===== src/rtl/xmem_pkg.sv =====
package xmem_pkg;
   typedef enum logic {
      XM_READ  = 1'b0,
      XM_WRITE = 1'b1
   } xm_dir_e;
endpackage


===== src/rtl/xmem_cs_decode.sv =====
module xmem_cs_decode #(
   parameter int NUM_CS = 3,
   parameter int IDX_W  = 2
) (
   input  logic [IDX_W-1:0]  idx,
   input  logic              en,
   output logic [NUM_CS-1:0] sel_n,
   output logic              idx_ok
);
   assign idx_ok = ({1'b0, idx} < (IDX_W+1)'(NUM_CS));

   for (genvar g = 0; g < NUM_CS; g++) begin : g_sel
      assign sel_n[g] = !(en && (idx == IDX_W'(g)));
   end
endmodule


===== src/rtl/xmem_wait_select.sv =====
module xmem_wait_select #(
   parameter int NUM_CS = 3,
   parameter int IDX_W  = 2,
   parameter int WAIT_W = 5
) (
   input  logic [NUM_CS*WAIT_W-1:0] cfg,
   input  logic [IDX_W-1:0]         idx,
   output logic [WAIT_W-1:0]        wait_val
);
   always_comb begin
      wait_val = '0;
      for (int i = 0; i < NUM_CS; i++) begin
         if (idx == IDX_W'(i)) wait_val = cfg[i*WAIT_W +: WAIT_W];
      end
   end
endmodule


===== src/rtl/xmem_wait_timer.sv =====
module xmem_wait_timer #(
   parameter int WAIT_W = 5,
   parameter int LP_DIV = 8
) (
   input  logic              clk,
   input  logic              rst_n,
   input  logic              start,
   input  logic [WAIT_W-1:0] wait_val,
   input  logic              slow,
   output logic              running,
   output logic              last
);
   localparam int DIV_W = (LP_DIV > 1) ? $clog2(LP_DIV) : 1;

   logic [WAIT_W-1:0] wcnt;
   logic              run;
   logic              tick;

   if (LP_DIV > 1) begin : g_prescale
      logic [DIV_W-1:0] dcnt;
      logic             slow_q;
      always_ff @(posedge clk or negedge rst_n) begin
         if (!rst_n) begin
            dcnt   <= '0;
            slow_q <= 1'b0;
         end else if (start) begin
            slow_q <= slow;
            dcnt   <= slow ? DIV_W'(LP_DIV-1) : '0;
         end else if (run) begin
            if (dcnt != '0)
               dcnt <= dcnt - 1'b1;
            else if (wcnt != '0)
               dcnt <= slow_q ? DIV_W'(LP_DIV-1) : '0;
         end
      end
      assign tick = (dcnt == '0);
   end else begin : g_direct
      logic unused_slow;
      assign unused_slow = slow;
      assign tick = 1'b1;
   end

   always_ff @(posedge clk or negedge rst_n) begin
      if (!rst_n) begin
         wcnt <= '0;
         run  <= 1'b0;
      end else if (start) begin
         wcnt <= wait_val;
         run  <= 1'b1;
      end else if (run && tick) begin
         if (wcnt != '0) wcnt <= wcnt - 1'b1;
         else            run  <= 1'b0;
      end
   end

   assign running = run;
   assign last    = run && tick && (wcnt == '0);
endmodule


===== src/rtl/xmem_wait_ctrl.sv =====
module xmem_wait_ctrl
   import xmem_pkg::*;
#(
   parameter int ADDR_W = 23,
   parameter int DATA_W = 16,
   parameter int NUM_CS = 3,
   parameter int WAIT_W = 5,
   parameter int LP_DIV = 8,
   localparam int IDX_W = (NUM_CS > 1) ? $clog2(NUM_CS) : 1,
   localparam int CFG_W = NUM_CS * WAIT_W
) (
   input  logic              clk,
   input  logic              rst_n,
   input  logic              lp_mode,
   input  logic [CFG_W-1:0]  cfg_wait,
   input  logic              req_valid,
   input  logic              req_write,
   input  logic [IDX_W-1:0]  req_cs,
   input  logic [ADDR_W-1:0] req_addr,
   input  logic [DATA_W-1:0] req_wdata,
   output logic              busy,
   output logic              done,
   output logic [DATA_W-1:0] rd_data,
   output logic [ADDR_W-1:0] mem_addr,
   output logic [NUM_CS-1:0] mem_cs_n,
   output logic              mem_oe_n,
   output logic              mem_we_n,
   output logic [DATA_W-1:0] mem_dq_out,
   output logic              mem_dq_oe,
   input  logic [DATA_W-1:0] mem_dq_in
);
   initial begin
      assert (NUM_CS >= 1) else $error("NUM_CS must be at least 1");
      assert (WAIT_W >= 1) else $error("WAIT_W must be at least 1");
      assert (LP_DIV >= 1) else $error("LP_DIV must be at least 1");
      assert (ADDR_W >= 1 && DATA_W >= 1) else $error("bus widths must be positive");
   end

   logic              active;
   xm_dir_e           acc_dir;
   logic [IDX_W-1:0]  acc_idx;
   logic [ADDR_W-1:0] acc_addr;
   logic [DATA_W-1:0] acc_wdata;
   logic              done_q;
   logic [DATA_W-1:0] rd_q;

   logic              req_ok;
   logic [NUM_CS-1:0] dec_unused_sel_n;
   logic              acc_unused_ok;
   logic [WAIT_W-1:0] sel_wait;
   logic              t_running;
   logic              t_last;
   logic              accept;

   xmem_cs_decode #(.NUM_CS(NUM_CS), .IDX_W(IDX_W)) u_req_dec (
      .idx    (req_cs),
      .en     (1'b0),
      .sel_n  (dec_unused_sel_n),
      .idx_ok (req_ok)
   );

   xmem_cs_decode #(.NUM_CS(NUM_CS), .IDX_W(IDX_W)) u_bus_dec (
      .idx    (acc_idx),
      .en     (active),
      .sel_n  (mem_cs_n),
      .idx_ok (acc_unused_ok)
   );

   xmem_wait_select #(.NUM_CS(NUM_CS), .IDX_W(IDX_W), .WAIT_W(WAIT_W)) u_wsel (
      .cfg      (cfg_wait),
      .idx      (req_cs),
      .wait_val (sel_wait)
   );

   assign accept = req_valid && !active && req_ok;

   xmem_wait_timer #(.WAIT_W(WAIT_W), .LP_DIV(LP_DIV)) u_timer (
      .clk      (clk),
      .rst_n    (rst_n),
      .start    (accept),
      .wait_val (sel_wait),
      .slow     (lp_mode),
      .running  (t_running),
      .last     (t_last)
   );

   always_ff @(posedge clk or negedge rst_n) begin
      if (!rst_n) begin
         active    <= 1'b0;
         acc_dir   <= XM_READ;
         acc_idx   <= '0;
         acc_addr  <= '0;
         acc_wdata <= '0;
         done_q    <= 1'b0;
         rd_q      <= '0;
      end else begin
         done_q <= 1'b0;
         if (accept) begin
            active    <= 1'b1;
            acc_dir   <= req_write ? XM_WRITE : XM_READ;
            acc_idx   <= req_cs;
            acc_addr  <= req_addr;
            acc_wdata <= req_wdata;
         end else if (active && t_running && t_last) begin
            active <= 1'b0;
            done_q <= 1'b1;
            if (acc_dir == XM_READ) rd_q <= mem_dq_in;
         end
      end
   end

   assign busy       = active;
   assign done       = done_q;
   assign rd_data    = rd_q;
   assign mem_addr   = acc_addr;
   assign mem_oe_n   = !(active && acc_dir == XM_READ);
   assign mem_we_n   = !(active && acc_dir == XM_WRITE);
   assign mem_dq_oe  = active && acc_dir == XM_WRITE;
   assign mem_dq_out = acc_wdata;
endmodule


===== config.mk =====
export PLATFORM = sky130hd
export DESIGN_NAME = xmem_wait_ctrl
export DESIGN_NICKNAME = d
export VERILOG_FILES = /design/src/rtl/xmem_pkg.sv /design/src/rtl/xmem_cs_decode.sv /design/src/rtl/xmem_wait_select.sv /design/src/rtl/xmem_wait_timer.sv /design/src/rtl/xmem_wait_ctrl.sv
export SDC_FILE = /design/constraint.sdc
export NUM_CORES = 1
export LEC_CHECK = 0
export CORE_MARGIN = 4
export CORE_UTILIZATION = 43
export CTS_BUF_LIST = sky130_fd_sc_hd__clkbuf_4
export DETAILED_ROUTE_END_ITERATION = 7
export PLACE_DENSITY = 0.8
export SYNTH_ARGS = -nofsm -noshare
export SYNTH_HDL_FRONTEND = slang
export SYNTH_SLANG_ARGS = --single-unit

===== constraint.sdc =====
create_clock -name clk -period 2.25 [get_ports clk]
set_clock_uncertainty 0.1 [all_clocks]
set_input_delay 0.5625 -clock clk [delete_from_list [all_inputs] [get_ports clk]]
set_output_delay 0.5625 -clock clk [all_outputs]
set_load 0.02 [all_outputs]

# [Word-level counts from Yosys, hierarchy flattened]
# Cells that the tools add are included.
[classes] add_sub_neg=2 mul=0 div=0 order_cmp=1 eq_ne=5 n_shift=0 muxes=20 n_bitwise=2 reduce_logical=32
[op_table] op="two-way mux 5 bit" n=6
[op_table] op="two-way mux 3 bit" n=6
[op_table] op="logical AND 1 bit" n=11
[op_table] op="two-way mux 1 bit" n=8
[op_table] op="nonzero test 2 bit" n=4
[op_table] op="zero test 1 bit" n=6
[op_table] op="AND reduction 2 bit" n=3
[op_table] op="nonzero test 3 bit" n=2
[op_table] op="zero test 5 bit" n=1
[op_table] op="nonzero test 5 bit" n=1
[op_table] op="subtractor 5 x 1 -> 5 bit, second input constant" n=1
[op_table] op="== test 2 x 1 -> 1 bit, second input constant" n=2
[op_table] op="== test 2 bit, second input constant" n=2
[op_table] op="zero test 2 bit" n=2
[op_table] op="zero test 3 bit" n=1
[op_table] op="AND reduction 3 bit" n=1
[op_table] op="subtractor 3 x 1 -> 3 bit, second input constant" n=1
[op_table] op="less-than comparator 2 bit, second input constant" n=1
[op_table] op="inequality test 2 bit, second input constant" n=1
[op_table] op="inverter 1 bit" n=2
[totals] ff_bits=70 latch_bits=0 mem_bits_rw=0 rom_bits=0 input_bits=77 word_cells=73 n_memories=0

# [Depth between registers and ports, before layout]
[logic_depth] ltp_word=6 mapped_depth=8 ltp_nobuf=6

# [Modules after synthesis]
# From an unflattened synthesis, not the netlist that was laid out.
[unflattened] hier_cells=222 area_unflattened_um2=3155.5
[by_module_without_submodules] mod="xmem_wait_ctrl" instances=1 cells_each=133 area_each_um2=2329.7 seq_area_each_um2=1501.4
[by_module_without_submodules] mod="xmem_wait_timer" instances=1 cells_each=69 area_each_um2=655.6 seq_area_each_um2=250.2
[by_module_without_submodules] mod="xmem_wait_select" instances=1 cells_each=12 area_each_um2=115.1 seq_area_each_um2=0.0
[by_module_without_submodules] mod="xmem_cs_decode" instances=2 cells_each=4 area_each_um2=27.5 seq_area_each_um2=0.0

# [Worst setup path after synthesis]
# No wires, ideal clock.
[synth_path] path_type="register to register" startpoint="reg u_timer.wcnt[0]" endpoint="reg rd_q[10], in the netlist rd_data[10]" setup_time_ps=125 arrival_ps=1686 slack_ps=338 stages_incl_launch_ff=8 path_cell_list="dfrtp_1 inv_1 ha_1 nor4b_4 nand3_4 nor2_8 buf_12 mux2_4"
[synth_via] elab_chain_cells=4
[synth_rtl] element="from (decl)" line_no="xmem_wait_timer.sv:15" text="logic [WAIT_W-1:0] wcnt;"
[synth_rtl] element="from (signal assigned)" line_no="xmem_wait_timer.sv:48" text="wcnt <= wait_val;"
[synth_rtl] element="from (signal assigned)" line_no="xmem_wait_timer.sv:51" text="if (wcnt != '0) wcnt <= wcnt - 1'b1;"
[synth_rtl] element="zero test 5 bit" line_no="xmem_wait_timer.sv:57" text="assign last = run && tick && (wcnt == '0);"
[synth_rtl] element="logical AND 1 bit" line_no="xmem_wait_timer.sv:57"
[synth_rtl] element="logical AND 1 bit" line_no="xmem_wait_ctrl.sv:104" text="end else if (active && t_running && t_last) begin"
[synth_rtl] element="AND reduction 3 bit (no line)"
[synth_rtl] element="to (signal assigned)" line_no="xmem_wait_ctrl.sv:107" text="if (acc_dir == XM_READ) rd_q <= mem_dq_in;"
[synth_rtl] element="to (decl)" line_no="xmem_wait_ctrl.sv:45" text="logic [DATA_W-1:0] rd_q;"
# Every way passes these cells.
# A chain may end at the register's enable or synchronous reset.

# [Worst setup path after layout]
[layout_path] startpoint="reg active, in the netlist busy" endpoint="out mem_cs_n[0]"
[layout_via] elab_chain_cells=2
[layout_rtl] element="from (decl)" line_no="xmem_wait_ctrl.sv:39" text="logic active;"
[layout_rtl] element="from (signal assigned)" line_no="xmem_wait_ctrl.sv:89" text="active <= 1'b0;"
[layout_rtl] element="from (signal assigned)" line_no="xmem_wait_ctrl.sv:99" text="active <= 1'b1;"
[layout_rtl] element="from (signal assigned)" line_no="xmem_wait_ctrl.sv:105" text="active <= 1'b0;"
[layout_rtl] element="logical AND 1 bit" line_no="xmem_cs_decode.sv:13" text="assign sel_n[g] = !(en && (idx == IDX_W'(g)));"
[layout_rtl] element="zero test 1 bit" line_no="xmem_cs_decode.sv:13"
[layout_rtl] element="to (decl)" line_no="xmem_wait_ctrl.sv:25" text="output logic [NUM_CS-1:0] mem_cs_n,"
# Every way passes these cells.

==> results by stage <==
Worst setup path:
- The signal arrival time at the worst endpoint is 1490 ps.
- The worst setup path is of the reg2out kind.
- The critical path launch point type is a flip-flop.
- Data on the critical path is required at its endpoint by 1590 ps.
- The endpoint kind of the worst setup timing path is an output pin.
- In this run the worst path has a maximum fanout of 3.

Drt:
- The first TritonRoute pass finished after 4 iterations.
- Wires add up to 7.601 mm.
- The remaining number of nets flagged by the antenna check after routing is 0.
- The number of design rule violations left after detail routing is 0.
- Dividing the detail-routed wire length by the instance count gives 16.42 um.
- The count of routing violations after the opening detailed-route iteration is 83.
- The via-per-instance ratio is 4.769.
- The overall via count from detail_route is 2208.

Logic synthesis:
- For this run, the number of Yosys warnings is 0.
- The cell area that synthesis handed to floorplanning was 3083 um^2.
- The share of flip-flops with an asynchronous set or reset after synthesis is 100.0%.
- In the post-synthesis netlist, the biggest area contributors are sky130_fd_sc_hd__dfrtp_1 57%, sky130_fd_sc_hd__mux2_2 18%, sky130_fd_sc_hd__mux2_4 5.4%, sky130_fd_sc_hd__mux2i_1 2.9%, sky130_fd_sc_hd__ha_1 1.2%.
- The synthesized netlist devotes 0.8523% of its cell area to XOR and XNOR gates.
- The count of cell types in the netlist is 37.
- The number of flops mapped to enable cells by yosys is 0.
- The synthesized netlist devotes 6.778% of its cell area to simple gates.
- In this run, synthesis produced a sequential element count of 70.
- The count of mapped cells out of synthesis is 211.
- The dominant cell type by area after synthesis is sky130_fd_sc_hd__dfrtp_1.
- Summing the areas of all compound-gate instances in the mapped netlist gives 4.180% of the synthesized area.
- Among all flip-flop cells after synthesis, the most frequent one is sky130_fd_sc_hd__dfrtp_1.
- The multiplexer area fraction after synthesis is 26.18%.
- The synthesized design devotes to its leading area cell type 56.82% of total area.
- The sequential element share of the synthesized area is 56.82%.
- The number of nets handed over by synthesis was 291.
- Each instance of the synthesized netlist takes up on average 14.61 um^2.
- The adder-cell share of the synthesized area is 1.218%.
- The largest family of logic cells by synthesized area is multiplexers.

Timing:
- The worst hold slack across all endpoints is 48.63 ps.
- At the pin with the least slew margin, the transition time is 369.1 ps.
- Static timing analysis puts the maximum clock frequency at 465.0 MHz.
- In the post-route analysis, the smallest setup slack over all paths is 99.32 ps.
- Setup repair after global routing left no endpoint under its margin.
- The clock period could shrink to 2151 ps.
- The summed negative setup slack over all endpoints is 0 ps.
- The post-route fraction of the period consumed by the critical path is 95.59%.
- The worst relative slew slack is 75.39%.
- The number of hold violations in the final report is 0.
- Setup violations remaining at the end of the flow were counted as 0.
- The max-slew violation total from the final report is 0.

Floorplan:
- The width of the die is 92.68 um.
- The initialized floorplan defines 30 standard-cell rows.
- From bottom edge to top edge, the die measures 92.68 um.
- The number of top-level pins is 140.
- The effective utilization at floorplan is 44.88%.
- The die footprint is 8589 um^2.
- The core region is 6869 um^2.

Place:
- The sum of net half-perimeters after detailed placement is 5.952 mm.
- The number of port buffers is 139.
- The weighted congestion at the end of routability-driven global placement is 0.8123.
- Timing analysis after detailed placement gives a worst setup slack of 90.72 ps.

Global routing:
- The pin count of the biggest net entering global routing is 71.
- The initial antenna violation count came to 0.
- After global routing the overflow that remains totals 0.
- For this run, the total global-route usage over all layers was measured as 18.03%.
- The first global-routing pass estimated 11.94 mm of wire.
- The number of global-route vias before repair is 2357.

Clock network:
- The TritonCTS clock tree is built.
- The register clock-pin slew on the reported worst setup and hold paths is 120 ps.
- After clock tree synthesis, the flow added hold-fix buffers numbering 0.
- The number of CTS-inserted buffers is 9.
- The worst-case clock buffer depth is 2.
- The number of clock sinks seen by CTS is 70.
- The master cell of the clock root buffer is sky130_fd_sc_hd__clkbuf_4.
- The H-tree level count is 3.
- The clock latency on the worst-skew pair is 400 ps.

Cells and area:
- In the final layout, the share of cells above drive strength 1 is 26.70%.
- The synthesis-to-layout area growth is 53.21%.
- The repair_antennas step left the layout with diodes totalling 0.
- The number of inserted filler cells in the final layout is 519.
- The net count of the finished layout is 442.

Power and ir drop:
- The static power due to leakage is 2.033 nW.
- Power spread over the standard cell area amounts to 1244 nW/um^2.
- Overall power consumption after layout is estimated at 5.874 mW.
- Combinational cells account for 51.0% of the total power.
- The switching power share of the total is 37.10%.
- The clock network is responsible for 11.8% of the overall power.
- Summed over all nets, the switching power comes to 2.179 mW.
- IR analysis of the VDD net gives a maximum drop of 0.6955 mV.
- The cell internal power dissipation is 3.695 mW.
- The share of total power dissipated in sequential elements is 37.1%.

Status:
- The flow ran to the end, and the final reports show no timing, DRC or antenna violations.

Worst hold path:
- In this run the worst hold path is classified as in2async.

Job:
- The count of maximum capacitance violations is 0.
## metrics by stage
stage | utilization [%] | cells | instance area [um^2]
2_1_floorplan | - | 211 | 3083
3_3_place_gp | 66.99 | 446 | 4602
3_5_place_dp | 66.99 | 446 | 4602
4_1_cts | 68.60 | 462 | 4712
5_1_grt | 68.76 | 463 | 4723
6_report | 68.76 | 463 | 4723
## flip-flops by register name, summed over array words and instances, names as in the netlist
signal / flops
u_timer.g_prescale.slow_q: 1
busy: 1
mem_dq_out: 16
done: 1
mem_addr: 23
rd_data: 16
acc_idx: 2
u_timer.wcnt: 5
acc_dir: 1
u_timer.running: 1
u_timer.g_prescale.dcnt: 3
## kinds of logic after synthesis
logic type,count (synthesis)
buffers and inverters,18
xor gates and xnor gates,3
adders and majority gates,3
muxes,69
and+or+nand+nor,29
DFF,70
AOI/OAI and AO/OA,19
## final timing paths
kind                                        startpoint                        end  slack, ps  cells after the start
setup / recovery                      busy$_DFFE_PN0P_                mem_cs_n[0]        100                      3
hold / removal                                   rst_n    rd_data[14]$_DFFE_PN0P_         50                      2
setup reg to reg           u_timer.wcnt[1]$_DFFE_PN0P_     rd_data[4]$_DFFE_PN0P_        190                      6
hold reg to reg                 rd_data[2]$_DFFE_PN0P_     rd_data[2]$_DFFE_PN0P_        420                      1
max in group asynchronous                        rst_n  mem_dq_out[0]$_DFFE_PN0P_       1700                      2
min in group clk                rd_data[2]$_DFFE_PN0P_     rd_data[2]$_DFFE_PN0P_        420                      1
## layout make-up
cell class | instances | area (um^2) | share of cell area (%)
timing repair buffer | 151 | 1498 | 31.71
clock inverter | 7 | 50.05 | 1.060
multi-input combinational | 123 | 1210 | 25.62
sequential | 70 | 1752 | 37.09
inverter | 7 | 26.28 | 0.5563
tap | 96 | 120.1 | 2.543
clock buffer | 9 | 67.56 | 1.430
## layout by cell type (no fill, tap or decap), types with 2 or more instances in the layout
cell type / n
sky130_fd_sc_hd__clkdlybuf4s50_1: 131
sky130_fd_sc_hd__dfrtp_1: 70
sky130_fd_sc_hd__mux2_2: 49
sky130_fd_sc_hd__mux2_4: 11
sky130_fd_sc_hd__buf_4: 10
sky130_fd_sc_hd__nand2_1: 9
sky130_fd_sc_hd__mux2i_1: 9
sky130_fd_sc_hd__clkbuf_4: 9
sky130_fd_sc_hd__inv_1: 7
sky130_fd_sc_hd__o21ai_0: 7
sky130_fd_sc_hd__dlygate4sd2_1: 5
sky130_fd_sc_hd__nor2b_1: 3
sky130_fd_sc_hd__nor2_1: 3
sky130_fd_sc_hd__xnor2_1: 3
sky130_fd_sc_hd__o2bb2ai_1: 3
sky130_fd_sc_hd__ha_1: 3
sky130_fd_sc_hd__clkinvlp_4: 3
sky130_fd_sc_hd__nand3b_1: 2
sky130_fd_sc_hd__a21o_1: 2
sky130_fd_sc_hd__and4b_2: 2
sky130_fd_sc_hd__a21oi_1: 2
sky130_fd_sc_hd__clkinv_2: 2
sky130_fd_sc_hd__buf_12: 2
## critical path: stages, from the launching register on
cell and delay [ps]:
sky130_fd_sc_hd__dfrtp_1 370, sky130_fd_sc_hd__inv_1 60, sky130_fd_sc_hd__or3_1 360, sky130_fd_sc_hd__clkdlybuf4s15_1 310
## Yosys cell counts (2+ instances only)
library cell,n
sky130_fd_sc_hd__nor2_1,3
sky130_fd_sc_hd__nand2_1,9
sky130_fd_sc_hd__and3_1,2
sky130_fd_sc_hd__buf_6,2
sky130_fd_sc_hd__o21ai_0,7
sky130_fd_sc_hd__mux2_2,49
sky130_fd_sc_hd__buf_2,3
sky130_fd_sc_hd__and4b_2,2
sky130_fd_sc_hd__xnor2_1,3
sky130_fd_sc_hd__mux2i_1,9
sky130_fd_sc_hd__nand3b_1,2
sky130_fd_sc_hd__buf_4,2
sky130_fd_sc_hd__inv_1,7
sky130_fd_sc_hd__nor2b_1,3
sky130_fd_sc_hd__a21o_1,2
sky130_fd_sc_hd__o2bb2ai_1,3
sky130_fd_sc_hd__ha_1,3
sky130_fd_sc_hd__dfrtp_1,70
sky130_fd_sc_hd__a21oi_1,2
sky130_fd_sc_hd__mux2_4,11
## repair_timing
action / in CTS / in global routing
setup buffers: 0 / 1
gates resized for setup: 6 / 2
setup endpoints to repair: 6 / 8
## power by group through the flow
stage                     clock (mW)  combinational, mW  sequential [mW]
after floorplan                    0               1.07             2.71
after global placement             0               3.01             2.17
after detailed placement           0               3.08             2.20
after CTS                      0.722               3.04             2.18
after global routing           0.774               3.20             2.26
final                          0.695               3.00             2.18
## metal layers
metal	vias to the layer above	routed length, um	share of wire, %	GRT usage, %
li1	1045	-	-	-
met1	1068	2931	39	20.40
met2	85	3977	52	31.06
met3	10	550	7.2	6.824
met4	0	142	1.9	6.471
met5	-	0	0	0
Power figures use the tool's default switching activity.
